--- config.mk ---
export PLATFORM = sky130hd
export DESIGN_NAME = shiftcfg_lut
export DESIGN_NICKNAME = d
export VERILOG_FILES = /design/src/rtl/lutcfg_pkg.sv /design/src/rtl/lutcfg_ctrl.sv /design/src/rtl/lutcfg_selmux.sv /design/src/rtl/lutcfg_cells.sv /design/src/rtl/shiftcfg_lut.sv
export SDC_FILE = /design/constraint.sdc
export NUM_CORES = 1
export LEC_CHECK = 0
export BUFFER_PORTS_ARGS = -buffer_cell sky130_fd_sc_hd__buf_4
export CAP_MARGIN = 10
export CORE_MARGIN = 2
export CORE_UTILIZATION = 51
export CTS_BUF_LIST = sky130_fd_sc_hd__clkbuf_4
export DETAILED_ROUTE_END_ITERATION = 8
export GPL_TIMING_DRIVEN = 0
export PLACE_DENSITY = 0.67
export SETUP_SLACK_MARGIN = 0.15
export SLEW_MARGIN = 20
export SYNTH_ARGS = -nofsm -noshare
export SYNTH_HDL_FRONTEND = slang
export SYNTH_HIERARCHICAL = 1
export SYNTH_SLANG_ARGS = --single-unit
--- constraint.sdc ---
create_clock -name clk -period 7 [get_ports clk]
set_input_delay 2.1 -clock clk [delete_from_list [all_inputs] [get_ports clk]]
set_output_delay 2.1 -clock clk [all_outputs]
set_load 0.03 [all_outputs]
--- src/rtl/lutcfg_pkg.sv ---
package lutcfg_pkg;
    typedef enum logic [1:0] {
        PM_IDLE  = 2'd0,
        PM_DRAIN = 2'd1,
        PM_HOLD  = 2'd2
    } pm_state_e;
endpackage

--- src/rtl/lutcfg_ctrl.sv ---
module lutcfg_ctrl
    import lutcfg_pkg::*;
#(
    parameter int SEL_W = 6
) (
    input  logic             clk,
    input  logic             rst_n,
    input  logic             cfg_start,
    input  logic             shift_en,
    input  logic             shift_in,
    input  logic             stage_mode,
    input  logic             pwr_off_req,
    output logic             wr_en,
    output logic [SEL_W-1:0] wr_addr,
    output logic             wr_bit,
    output logic             pwr_off_ack,
    output logic             cfg_done
);
    localparam int CELLS = 1 << SEL_W;
    localparam int CNT_W = SEL_W + 1;

    typedef struct packed {
        pm_state_e        st;
        logic [CELLS-1:0] stage;
        logic [CNT_W-1:0] cnt;   // bits shifted in this pass
        logic [CNT_W-1:0] addr;  // next cell to commit
        logic             done;
    } ctrl_t;

    ctrl_t q, d;
    logic  pending;

    always_comb begin
        d       = q;
        wr_en   = 1'b0;
        pending = (q.addr < q.cnt);
        unique case (q.st)
            PM_IDLE: begin
                if (pwr_off_req) begin
                    d.st = PM_DRAIN;
                end else if (cfg_start) begin
                    d.cnt  = '0;
                    d.addr = '0;
                    d.done = 1'b0;
                end else begin
                    if (shift_en && (q.cnt < CNT_W'(CELLS))) begin
                        d.stage[q.cnt[SEL_W-1:0]] = shift_in;
                        d.cnt = q.cnt + 1'b1;
                    end
                    if (!stage_mode && pending) wr_en = 1'b1;
                end
            end
            PM_DRAIN: begin
                if (pending) wr_en = 1'b1;
                else         d.st  = PM_HOLD;
            end
            PM_HOLD: begin
                if (!pwr_off_req) d.st = PM_IDLE;
            end
            default: d.st = PM_IDLE;
        endcase
        if (wr_en) begin
            d.addr = q.addr + 1'b1;
            if (q.addr == CNT_W'(CELLS - 1)) d.done = 1'b1;
        end
    end

    always_ff @(posedge clk) begin
        if (!rst_n) begin
            q <= '{st: PM_IDLE, stage: '0, cnt: '0, addr: '0, done: 1'b0};
        end else begin
            q <= d;
        end
    end

    assign wr_addr     = q.addr[SEL_W-1:0];
    assign wr_bit      = q.stage[q.addr[SEL_W-1:0]];
    assign pwr_off_ack = (q.st == PM_HOLD);
    assign cfg_done    = q.done;
endmodule

--- src/rtl/lutcfg_selmux.sv ---
module lutcfg_selmux #(
    parameter int SEL_W = 6
) (
    input  logic [SEL_W-1:0] x_addr,
    input  logic [SEL_W-1:0] y_in,
    input  logic             use_x,
    output logic [SEL_W-1:0] sel
);
    always_comb begin
        sel = use_x ? x_addr : y_in;
    end
endmodule

--- src/rtl/lutcfg_cells.sv ---
module lutcfg_cells #(
    parameter int SEL_W = 6
) (
    input  logic             clk,
    input  logic             rst_n,
    input  logic [SEL_W-1:0] sel,
    input  logic             wr_en,
    input  logic             wr_bit,
    input  logic             rd_ok,
    output logic             rd_q
);
    localparam int CELLS = 1 << SEL_W;

    logic [CELLS-1:0] mem;   // persistent: no reset
    logic             out_d, out_q;

    always_ff @(posedge clk) begin
        if (wr_en) mem[sel] <= wr_bit;
    end

    always_comb begin
        out_d = rd_ok ? mem[sel] : out_q;
    end

    always_ff @(posedge clk) begin
        if (!rst_n) out_q <= 1'b0;
        else        out_q <= out_d;
    end

    assign rd_q = out_q;
endmodule

--- src/rtl/shiftcfg_lut.sv ---
module shiftcfg_lut #(
    parameter int SEL_W = 6
) (
    input  logic             clk,
    input  logic             rst_n,
    input  logic             cfg_start,
    input  logic             shift_en,
    input  logic             shift_in,
    input  logic             stage_mode,
    input  logic             pwr_off_req,
    output logic             pwr_off_ack,
    input  logic             rd_en,
    input  logic [SEL_W-1:0] lut_in,
    output logic             lut_out,
    output logic             cfg_done
);
    logic             wr_en;
    logic [SEL_W-1:0] wr_addr;
    logic             wr_bit;
    logic [SEL_W-1:0] sel;
    logic             use_x;
    logic             rd_ok;

    lutcfg_ctrl #(.SEL_W(SEL_W)) u_ctrl (
        .clk(clk), .rst_n(rst_n), .cfg_start(cfg_start),
        .shift_en(shift_en), .shift_in(shift_in), .stage_mode(stage_mode),
        .pwr_off_req(pwr_off_req), .wr_en(wr_en), .wr_addr(wr_addr),
        .wr_bit(wr_bit), .pwr_off_ack(pwr_off_ack), .cfg_done(cfg_done)
    );

    assign use_x = shift_en | wr_en;
    assign rd_ok = rd_en & ~use_x;

    lutcfg_selmux #(.SEL_W(SEL_W)) u_sel (
        .x_addr(wr_addr), .y_in(lut_in), .use_x(use_x), .sel(sel)
    );

    lutcfg_cells #(.SEL_W(SEL_W)) u_cells (
        .clk(clk), .rst_n(rst_n), .sel(sel), .wr_en(wr_en),
        .wr_bit(wr_bit), .rd_ok(rd_ok), .rd_q(lut_out)
    );
endmodule

# Yosys cells after proc, flatten, opt, wreduce, memory -nomap -nowiden
# Cells that the tools add are included.
[classes]
n_addsub = 2
magnitude_cmp = 7
eq_ne = 7
mux = 27
n_bitwise = 5
reduce_logical = 13
[ops]
columns = ["cell", "n"]
rows = [
  ["$bwmux W64", 2],
  ["$mux W8", 4],
  ["$lt A6 B7 Y1 const B", 3],
  ["$add A7 B1 Y7 const B", 2],
  ["$mux W7", 2],
  ["$bmux W1 S6", 2],
  ["$demux W1 S6", 2],
  ["$ge A6 B1 Y1 const B", 2],
  ["$mux W1", 9],
  ["$reduce_and A3 Y1", 3],
  ["$eq A7 B6 Y1 const B", 1],
  ["$lt A7 B7 Y1", 1],
  ["$lt A7 B7 Y1 const B", 1],
  ["$mux W2", 3],
  ["$mux W6", 1],
  ["$ne A2 B2 Y1 const B", 3],
  ["$pmux W2 S3", 1],
  ["$reduce_bool A2 Y1", 3],
  ["$logic_and A1 B1 Y1", 4],
  ["$reduce_and A4 Y1", 1],
  ["$not A1 Y1", 3],
  ["$eq A2 B1 Y1 const B", 1],
  ["$eq A2 B2 Y1 const B", 1],
  ["$logic_not A2 Y1", 1],
  ["other kinds (5)", 5],
]
[word_totals]
regBits = 146
in_bits = 14
word_cells = 68

# Logic depth before layout (Yosys ltp)
# Gate-level depths: netlist (run 1).
[logic_depth]
word_depth = 13
ltp_mapped = 18

# Cells and area by module
# The synthesis (run 1) kept the hierarchy.
[modules_own_cells]
columns = ["module", "instances", "cells_per_inst", "area_per_inst_um2"]
rows = [
  ["lutcfg_ctrl", 1, 467, 4367.9],
  ["lutcfg_cells", 1, 242, 2986.6],
  ["lutcfg_selmux", 1, 7, 101.3],
  ["shiftcfg_lut", 1, 2, 13.8],
]

# Worst setup path before layout (run 1)
# No wires, ideal clock.
[synth_timing]
path_type = "input to register"
start = "input port pwr_off_req"
end = "register u_cells.out_q (netlist: u_cells/rd_q)"
setup_ns = 0.134
arrival_time_ns = 4.743
setup_slack_ns = 2.123
path_stages = 14
n_path_buf = 3
cell_sequence = "nor3_1 > nor2_1 > a2111oi_4 > or2_1 > buf_6 > mux2_4 > buf_6 > buf_6 > and2_4 > a221oi_1 > nor3_1 > or3_1 > nor4_2 > a21oi_1"
[synth_between]
elab_chain_cells = 6
[synth_rtl]
columns = ["element", "line_no", "text"]
rows = [
  ["from (decl)", "shiftcfg_lut.sv:10", "input logic pwr_off_req,"],
  ["$mux W1", "lutcfg_ctrl.sv:39", "if (pwr_off_req) begin"],
  ["$pmux W1 S2", "lutcfg_ctrl.sv:37", "unique case (q.st)"],
  ["via wr_en", "shiftcfg_lut.sv:17", "logic wr_en;"],
  ["$or A1 B1 Y1", "shiftcfg_lut.sv:31", "assign use_x = shift_en | wr_en;"],
  ["via use_x", "shiftcfg_lut.sv:21", "logic use_x;"],
  ["$mux W6", "lutcfg_selmux.sv:10", "sel = use_x ? x_addr : y_in;"],
  ["via sel[1]", "shiftcfg_lut.sv:20", "logic [SEL_W-1:0] sel;"],
  ["$bmux W1 S6", "lutcfg_cells.sv:22", "out_d = rd_ok ? mem[sel] : out_q;"],
  ["$mux W1 (not written as such)", "lutcfg_cells.sv:22", ""],
  ["to (signal assigned)", "lutcfg_cells.sv:27", "else out_q <= out_d;"],
  ["to (decl)", "lutcfg_cells.sv:15", "logic out_d, out_q;"],
]
# The timed path passes the listed nets, and every way through them passes these cells. The select of a mux whose other input is x is not followed.
# A chain may end at the register's enable or synchronous reset.

# Worst setup path after layout (run 1)
[layout_timing]
start = "input port pwr_off_req"
end = "register u_cells.mem[26], enable pin"
[layout_between]
elab_chain_cells = 2
[layout_rtl]
columns = ["element", "line_no", "text"]
rows = [
  ["$mux W1", "lutcfg_ctrl.sv:39", ""],
  ["$pmux W1 S2", "lutcfg_ctrl.sv:37", ""],
  ["via wr_en", "shiftcfg_lut.sv:17", ""],
  ["to (signal, indexed assignment)", "lutcfg_cells.sv:18", "if (wr_en) mem[sel] <= wr_bit;"],
  ["to (decl)", "lutcfg_cells.sv:14", "logic [CELLS-1:0] mem;"],
]
# The timed path passes the listed nets, and every way through them passes these cells.

==> reports/metrics.sh, run 1 <==
OUTCOME='completed'
FIN_CRIT_NS=5.08
SETUP_TNS_NS=0
DR_TOTAL_VIAS=5547
MAX_SLEW.WORST_PIN.SLEW_NS=1.07
WORST-SETUP-PATH-TYPE='input pin to register'
TIMING.MAX_CAP.VIOLATIONS=0
YS_SEQ_ELEMENTS=146
ROUTE.DETAILED.VIAS_PER_INST=5.83
POST_SYNTH.CELL_AREA_AVG_UM2=10.4
NETLIST-CELL-TYPE-COUNT=63
TOP_LEVEL_PORTS=17
TIMING.HOLD.WORST.CLASS='register to register'
MAXIMUM_NUMBER_OF_PINS_ON_ONE_NET_BEFORE_GLOBAL_ROUTE_REPAIR=45
NUMBER_OF_INSTANCES_IN_THE_SYNTHESIZED_NETLIST=718
INTPOWER_mW=1.26
RELSLEWSLACK=0.282
DETAIL_ROUTE.FIRST_PASS.ITERATIONS=5
SYNTH.YOSYS.SEQ_AREA_SHARE=0.477
PORT_BUFFERS=15
CRIT_CHAIN='buf_4 > nor3_1 > nor2_1 > a2111oi_4 > or2_1 > buf_6 > mux2_4 > buf_2 > buf_2 > buf_2 > nor2b_1 > nand2_1 > nor2_1'
ENDPOINT='u_cells/mem[26]'
NETLIST.AREA_LEADER.SHARE=0.257
ROUTED_WIRE_LENGTH_PER_INSTANCE_UM=18.8
FINAL-HOLD-VIOLATION-COUNT=0
CRITICAL_PATH.REG2REG.STARTPOINT='u_ctrl/q[12]'
TIMING.CRITICAL_PATH.FROM='pwr_off_req'
PATH_MAX_FANOUT=11
DETAIL_ROUTE.WIRELENGTH_UM=17900
POST_CTS_HOLD_FIX_BUFS=0
NUMBER_OF_DRC_MARKERS_IN_ITERATION_0=546
FLOORPLAN.INITIALDENSITY=0.518
YOSYS.CELL_COUNT.TOP_TYPE='sky130_fd_sc_hd__nor2_1'
POST_CTS.REPAIR.SETUP_BUFFERS=0
GLOBAL_PLACER_S_FINAL_WEIGHTED_CONGESTION=0.843
CLOCK.FMAX_MHz=197
WORST-R2R-SETUP-SLACK_NS=2.13
POWER.COMBINATIONAL.FRACTION=0.065
ANTENNA_LEFT=0
ROW_COUNT=44
CP_SLOWEST_STAGE_DELAY_NS=0.67
TIMING.REG2REG.WORST_PATH_DEPTH=16
SWITCHINGPOWER_mW=0.359
FIRST_GLOBAL_VIAS=5501
CTSRESIZECOUNT=0
TIMING.RR.END='u_cells/mem[26]'
CTS_NUM_SINKS=146
RSZ_0062_RAISED_AFTER_GLOBAL_ROUTING='false'
INITIAL_ANTENNA_VIOLATION_COUNT=2
GLOBALROUTE.TOTALOVERFLOW=0
CTS.CLK_SLEW.WORST_PATHS_NS=0.11
CLOCK_TREE_SKEW_AFTER_FINAL_LAYOUT_NS=0.0160
DRIVE_ABOVE_1_SHARE=0.140
POWER.CLOCK.FRACTION=0.384
TOTAL_POWER_mW=1.61
WORST_PATH_MAX_DELAY_CELL='sky130_fd_sc_hd__a2111oi_4'
FLOORPLAN.CORE_AREA_MM2=0.0144
SHARE_OF_THE_CYCLE_NEEDED_BY_THE_CRITICAL_PATH_AFTER_ROUTING=0.725
WORSTPATHREQUIRED_NS=7.25
GLOBAL_ROUTE.USAGE.TOTAL=0.237
DIE-AREA_MM2=0.0156
SYNTH.YOSYS.WARNINGS=6
FOOTPRINT_OF_THE_MULTI_INPUT_GATES_MM2=0.00364
CLOCK_INSERTION_DELAY_WORST_SKEW_NS=0.54
POST_SYNTH_MUX_AREA_SHARE=0.190
SYNTHADDERAREAFRAC=0.0134
FLOW.AREA_GROWTH_FROM_SYNTHESIS_PCT=9.68
SYNTH_TOP_FAMILY_BY_AREA='simple AND/OR/NAND/NOR gates'
SYNTH.CELL_AREA_MM2=0.00747
SYNTHFLOPTYPE='sky130_fd_sc_hd__dfxtp_1'
SYNTH.LARGEST_AREA_CELL='sky130_fd_sc_hd__edfxtp_1'
CLOCKROOTBUFFER='sky130_fd_sc_hd__clkbuf_4'
YOSYS.AREA_SHARE.SIMPLE=0.216
STARTPOINT_TYPE='input pin'
POST-ROUTE-DRC-COUNT=0
LEAKAGE_nW=3.20
SWSHARE=0.222
POWER_DENSITY_mW_PER_MM2=197
ASYNC_FLOP_SHARE=0
SYNTH-COMPOUND-AREA-SHARE=0.0603
SYNTH_TOP_CELLS_BY_AREA='sky130_fd_sc_hd__edfxtp_1 26%, sky130_fd_sc_hd__dfxtp_1 22%, sky130_fd_sc_hd__mux2i_1 11%'
CRIT_PATH_FREQUENT_CELL='sky130_fd_sc_hd__buf_2'
WORST_EP_ARRIVAL_TIME_NS=5.32
DIE_SPAN_IN_X_UM=125
REGAREA_MM2=0.00356
TRITONCTS='built'
GRT_PASS1_WL_UM=29100
FINALSETUPVIOLCOUNT=0
SLEW_VIOLATIONS=0
DETAILED_PLACE_HPWL_UM=12200
NUM-FILL-CELLS=1304
DESIGN.FINAL.NETS=775
HTREEDEPTH=4
SYNTH_XOR_XNOR_AREA_SHARE=0.00469
CTS_MADE_BUFFERS=17
PLACE_WS_NS=1.41
DIE_H_UM=125
POWER.SHARE.SEQUENTIAL=0.551
SETUP.WORST_PATH.END_CLASS='register'
IR_DROP_V=0.0000907
CTS-ROOT-TO-SINK-BUFFERS=2
SYN_NETS=740
SYNTH_CELL_COUNT_LEADERS='93 x sky130_fd_sc_hd__nor2_1, 87 x sky130_fd_sc_hd__nand2_1, 82 x sky130_fd_sc_hd__dfxtp_1'
NUMBER_OF_SYNTHESIZED_FLOPS_WITH_AN_ENABLE_PIN=64
FINAL.SETUP.WORST_SLACK_NS=1.92
[sequential cells by signal (all words and copies together) (netlist names)]
signal,cells
u_ctrl/q,74
u_cells/mem,64
u_ctrl/cfg_done,1
u_cells/rd_q,1
u_ctrl/wr_addr,6
[layout by cell type, fill, tap and decap left out, types with 3 or more instances in the layout]
cell                         n
sky130_fd_sc_hd__nor2_1     93
sky130_fd_sc_hd__nand2_1    87
sky130_fd_sc_hd__dfxtp_1    82
sky130_fd_sc_hd__mux2i_1    80
sky130_fd_sc_hd__nor2b_1    71
sky130_fd_sc_hd__edfxtp_1   64
sky130_fd_sc_hd__clkbuf_1   25
sky130_fd_sc_hd__buf_4      22
sky130_fd_sc_hd__clkbuf_4   20
sky130_fd_sc_hd__mux4_2     17
sky130_fd_sc_hd__nor3_1     15
sky130_fd_sc_hd__inv_1      12
sky130_fd_sc_hd__a21oi_1    12
sky130_fd_sc_hd__o21ai_0    11
sky130_fd_sc_hd__nand3_1    10
sky130_fd_sc_hd__nand2b_1   10
sky130_fd_sc_hd__ha_1        8
sky130_fd_sc_hd__buf_2       6
sky130_fd_sc_hd__nand3b_1    6
sky130_fd_sc_hd__mux2_2      6
sky130_fd_sc_hd__mux2_4      6
sky130_fd_sc_hd__bufinv_16   5
sky130_fd_sc_hd__buf_1       5
sky130_fd_sc_hd__a31oi_1     5
sky130_fd_sc_hd__a21o_1      5
sky130_fd_sc_hd__clkinv_2    4
sky130_fd_sc_hd__buf_6       4
sky130_fd_sc_hd__or3_1       4
sky130_fd_sc_hd__nand4_1     4
sky130_fd_sc_hd__o211ai_1    3
sky130_fd_sc_hd__and3_1      3
sky130_fd_sc_hd__nor3_2      3
sky130_fd_sc_hd__xnor2_1     3
[per-stage QoR]
stage / cell area (um2) / hold slack, ns / utilization / std cells
after floorplan: 7470 / 0.458 / - / 718
after global placement: 7810 / 0.493 / 0.542 / 917
after detailed placement: 7850 / 0.506 / 0.544 / 918
after CTS: 8190 / 0.532 / 0.568 / 950
after global routing: 8190 / 0.559 / 0.568 / 952
final: 8190 / 0.530 / 0.568 / 952
[power by group through the flow]
stage / sequential (mW) / combinational [mW] / clock, mW
6_report: 0.889 / 0.105 / 0.620
5_1_grt: 0.890 / 0.113 / 0.675
4_1_cts: 0.890 / 0.104 / 0.635
3_5_place_dp: 0.909 / 0.103 / 0
3_3_place_gp: 0.909 / 0.0998 / 0
2_1_floorplan: 0.909 / 0.0695 / 0
[worst min-delay path by stage]
stage | start | to | slack [ns] | cells after the start
floorplan | u_ctrl/q[14] | u_ctrl/q[14] | 0.46 | 2
global placement | u_ctrl/q[27] | u_ctrl/q[27] | 0.49 | 2
detailed placement | u_ctrl/q[73] | u_ctrl/q[73] | 0.51 | 2
CTS | u_ctrl/q[14] | u_ctrl/q[14] | 0.53 | 2
global route | u_ctrl/q[14] | u_ctrl/q[14] | 0.56 | 2
finish | u_ctrl/q[76] | u_ctrl/q[76] | 0.53 | 2
[metal layers]
metal / track usage / share of wire / vias to the layer above
li1: - / - / 2598
met1: 0.342 / 0.46 / 2730
met2: 0.349 / 0.45 / 184
met3: 0.0569 / 0.061 / 33
met4: 0.0908 / 0.022 / 2
met5: 0 / 0.00073 / -
[cell type report]
class,count,share of cell area
diodes,2,0.000611
plain buffers,47,0.0293
clock buffers,20,0.0183
clock inverters,12,0.0228
inverters,13,0.00596
multi-input cells,512,0.444
flip-flops and latches,146,0.435
well taps,184,0.0281
repair buffers,16,0.0162
[logic make-up (layout without fill, tap and decap cells)]
| group | Yosys count | count (layout) |
|---|---|---|
| AO/OA/AOI/OAI | 64 | 64 |
| XOR/XNOR | 4 | 4 |
| adder cells (fa/ha/maj) | 8 | 8 |
| buffers and inverters | 60 | 108 |
| flip-flops | 146 | 146 |
| multiplexers | 113 | 113 |
| other | 0 | 2 |
| AND/OR/NAND/NOR | 323 | 323 |
[critical path: cells and delay by family]
| family | cells | cell delay, ns |
|---|---|---|
| AO/OA/AOI/OAI | 1 | 0.67 |
| buffers and inverters | 5 | 0.89 |
| multiplexers | 1 | 0.30 |
| AND/OR/NAND/NOR | 6 | 1.35 |
Power figures use the tool's default switching activity.
==> inputs of run 2 (changes only) <==
--- a/config.mk
+++ b/config.mk
@@ -12,7 +12,7 @@
 export CTS_BUF_LIST = sky130_fd_sc_hd__clkbuf_4
 export DETAILED_ROUTE_END_ITERATION = 8
 export GPL_TIMING_DRIVEN = 0
-export PLACE_DENSITY = 0.67
+export PLACE_DENSITY = 0.7
 export SETUP_SLACK_MARGIN = 0.15
 export SLEW_MARGIN = 20
 export SYNTH_ARGS = -nofsm -noshare
==> constraint.sdc (replaced) <==
create_clock -name clk -period 4.1 [get_ports clk]
set_input_delay 1.23 -clock clk [delete_from_list [all_inputs] [get_ports clk]]
set_output_delay 1.23 -clock clk [all_outputs]
set_load 0.03 [all_outputs]
==> run 2 against run 1 <==
Net effect: sequential power increased by 71%; clock skew increased by 0.0028 ns; first-iteration DRC count decreased by 4.0%; register-to-register slack lost 1.9 ns; flip-flop and latch count is the same; largest cell class unchanged; clock power is 53% higher; die area stayed put; critical endpoint is now u_cells/rd_q.
==> reports/metrics.sh, run 2 (synthesis results as in run 1) <==
WORST-R2R-SETUP-SLACK_NS=0.26  # -1.87 ns
ANTENNA_DIODES=0  # -2
CLOCK_TREE_SKEW_AFTER_FINAL_LAYOUT_NS=0.0188  # +0.00281 ns
CTS-ROOT-TO-SINK-BUFFERS=2  # unchanged
RELSLEWSLACK=0.307  # +0.0258
POWER.CLOCK.FRACTION=0.358  # -0.026
TIMING.RR.END='u_cells/rd_q'
TOP_LEVEL_PORTS=17  # unchanged
CP_SLOWEST_STAGE_DELAY_NS=0.40  # -0.27 ns
SETUP.WORST_PATH.END_CLASS='register'
GRT_PASS1_WL_UM=29300  # +0.91%
ROUTED_WIRE_LENGTH_PER_INSTANCE_UM=19.1  # +1.7%
SHARE_OF_THE_CYCLE_NEEDED_BY_THE_CRITICAL_PATH_AFTER_ROUTING=0.936
WORST_EP_ARRIVAL_TIME_NS=4.26  # -1.06 ns
FINAL.SETUP.WORST_SLACK_NS=0.264  # -1.66 ns
PLACE_AREA_MM2=0.00787  # +0.18%
TOP_REGISTER='u_ctrl/q'
RSZ_0062_RAISED_AFTER_GLOBAL_ROUTING='true'
CTS_MADE_BUFFERS=17  # unchanged
FLOW.AREA_GROWTH_FROM_SYNTHESIS_PCT=11.2
SWSHARE=0.243  # +0.0203
ROUTE.DETAILED.VIAS_PER_INST=5.86  # +0.66%
CLOCK.FMAX_MHz=261
GLOBAL_ROUTE.USAGE.TOTAL=0.239  # +0.00191
GLOBALROUTE.TOTALOVERFLOW=0  # unchanged
LEAKAGE_nW=3.22  # +0.66%
SLEW_VIOLATIONS=0  # unchanged
CLOCKROOTBUFFER='sky130_fd_sc_hd__clkbuf_4'
OUTCOME='completed'
WORST-SETUP-PATH-TYPE='register to register'
LARGEST_REGISTER_FF_COUNT=74  # unchanged
INTPOWER_mW=2.01  # +60%
DIE_H_UM=125  # unchanged
PATH_MAX_FANOUT=10  # -1
LAYOUT_COMMONEST_CELL='sky130_fd_sc_hd__nor2_1'
MAX_SLEW.WORST_PIN.SLEW_NS=1.03  # -0.0426 ns
FINALSETUPVIOLCOUNT=0  # unchanged
ANTENNA_LEFT=0  # unchanged
POWER_DENSITY_mW_PER_MM2=320  # +62%
POWER.COMBINATIONAL.FRACTION=0.071  # +0.006
DIE_SPAN_IN_X_UM=125  # unchanged
DETAILED_PLACE_HPWL_UM=12000  # -1.6%
FLOORPLAN.CORE_AREA_MM2=0.0144  # unchanged
TIMING.MAX_CAP.VIOLATIONS=0  # unchanged
TRITONCTS='built'
TIMING.HOLD.WORST.CLASS='register to register'
STDCELL_AREA_MM2=0.00831  # +1.4%
WORST_PATH_MAX_DELAY_CELL='sky130_fd_sc_hd__dfxtp_4'
INITIAL_ANTENNA_VIOLATION_COUNT=0  # -2
IR_DROP_V=0.000162  # +79%
WORST_HOLD_PATH_DEPTH=2  # unchanged
POST-ROUTE-DRC-COUNT=0  # unchanged
GLOBAL_PLACER_S_FINAL_WEIGHTED_CONGESTION=0.871  # +3.3%
WORSTPATHREQUIRED_NS=4.53  # -2.72 ns
HTREEDEPTH=4  # unchanged
TOTAL_POWER_mW=2.66  # +65%
STARTPOINT_TYPE='register'
POWER.SHARE.SEQUENTIAL=0.572  # +0.021
CLOCK_INSERTION_DELAY_WORST_SKEW_NS=0.55  # about the same
SWITCHINGPOWER_mW=0.644  # +80%
TERMINATING_PIN_OF_THE_WORST_HOLD_PATH='u_ctrl/q[14]'
HP-START='u_ctrl/q[14]'
NUMBER_OF_DRC_MARKERS_IN_ITERATION_0=524  # -4.0%
PLACE_WS_NS=-0.600  # -2.01 ns
POST_CTS_HOLD_FIX_BUFS=0  # unchanged
CRIT_CHAIN='inv_1 > ha_1 > a21o_1 > a21o_1 > a2111oi_4 > or2_1 > buf_6 > mux2_4 > buf_6 > buf_8 > and2_4 > a221oi_4 > nor3_1 > or3_4 > nor4_4 > a21oi_1'
PORT_BUFFERS=15  # unchanged
CTS_NUM_SINKS=146  # unchanged
DRIVE_ABOVE_1_SHARE=0.169  # +0.0289
SETUP_TNS_NS=0  # unchanged
HIGHEST_COUNT_CELLS_IN_THE_LAYOUT_IGNORING_FILL_AND_TAPS='93 x sky130_fd_sc_hd__nor2_1, 83 x sky130_fd_sc_hd__nand2_1, 81 x sky130_fd_sc_hd__dfxtp_1'
ROW_COUNT=44  # unchanged
DETAIL_ROUTE.WIRELENGTH_UM=18300  # +2.0%
HOLD_WS_NS=0.508  # -0.0216 ns
MAXIMUM_NUMBER_OF_PINS_ON_ONE_NET_BEFORE_GLOBAL_ROUTE_REPAIR=35  # -22%
FIRST_GLOBAL_VIAS=5583  # +1.5%
DETAIL_ROUTE.FIRST_PASS.ITERATIONS=5  # unchanged
CTS.CLK_SLEW.WORST_PATHS_NS=0.13  # +0.02 ns
DESIGN.FINAL.NETS=780  # +0.65%
FIN_CRIT_NS=3.84
DR_TOTAL_VIAS=5601  # +0.97%
CRITICAL_PATH.REG2REG.STARTPOINT='u_ctrl/q[9]'
FINAL-HOLD-VIOLATION-COUNT=0  # unchanged
FLOORPLAN.INITIALDENSITY=0.518  # unchanged
DIE-AREA_MM2=0.0156  # unchanged
TIMING.REG2REG.WORST_PATH_DEPTH=16  # unchanged
==> run 2: worst max-delay path by stage <==
stage                            from               to  slack, ns  depth (start not counted)
finish                    u_ctrl/q[9]     u_cells/rd_q       0.26                         16
CTS                      u_ctrl/q[12]     u_cells/rd_q       0.18                         18
detailed placement        pwr_off_req  u_cells/mem[40]      -0.60                         13
global placement    u_ctrl/wr_addr[1]   u_cells/mem[2]      -1.43                          7
floorplan                 pwr_off_req     u_cells/rd_q       0.14                         13
global route              u_ctrl/q[9]     u_cells/rd_q       0.13                         16
==> run 2: final cells by class <==
class                   count  area [um2]
repair buffers             21         178
flip-flops and latches    146        3570
well taps                 184         230
multi-input cells         512        3710
clock buffers              18         135
plain buffers              47         275
clock inverters            14         164
fillers                  1274        6110
inverters                  13        51.3
==> run 2: power groups by stage <==
stage	combinational [mW]	sequential, mW	clock, mW
floorplan	0.119	1.55	0
global placement	0.170	1.55	0
detailed placement	0.178	1.55	0
CTS	0.183	1.52	0.969
global route	0.200	1.52	1.03
finish	0.188	1.52	0.950
==> run 2: worst max-delay path, delay by kind of cell (launching register included) <==
kind / cells / cell delay (ns)
AND/OR/NAND/NOR: 5 / 1.06
buffers and inverters: 4 / 0.60
AO/OA/AOI/OAI: 5 / 1.07
adder cells (fa/ha/maj): 1 / 0.27
flip-flops: 1 / 0.40
multiplexers: 1 / 0.31
==> run 2: stage by stage <==
| stage | instances | utilization |
|---|---|---|
| finish | 955 | 0.576 |
| CTS | 954 | 0.574 |
| global placement | 917 | 0.542 |
| detailed placement | 918 | 0.545 |
| global route | 955 | 0.576 |
| floorplan | 718 | - |
==> run 2: routing by layer <==
layer,GRT usage,up-vias,part of all wire
met4,0.0902,0,0.020
met2,0.377,179,0.47
met5,0,-,0
met3,0.0471,30,0.058
met1,0.329,2782,0.45
li1,-,2610,-
==> run 2: what timing repair did <==
action / 4_1_cts / 5_1_grt
gates resized for setup: 24 / 5
pin swaps: 7 / 3
setup buffers: 4 / 1
setup endpoints to repair: 65 / 63
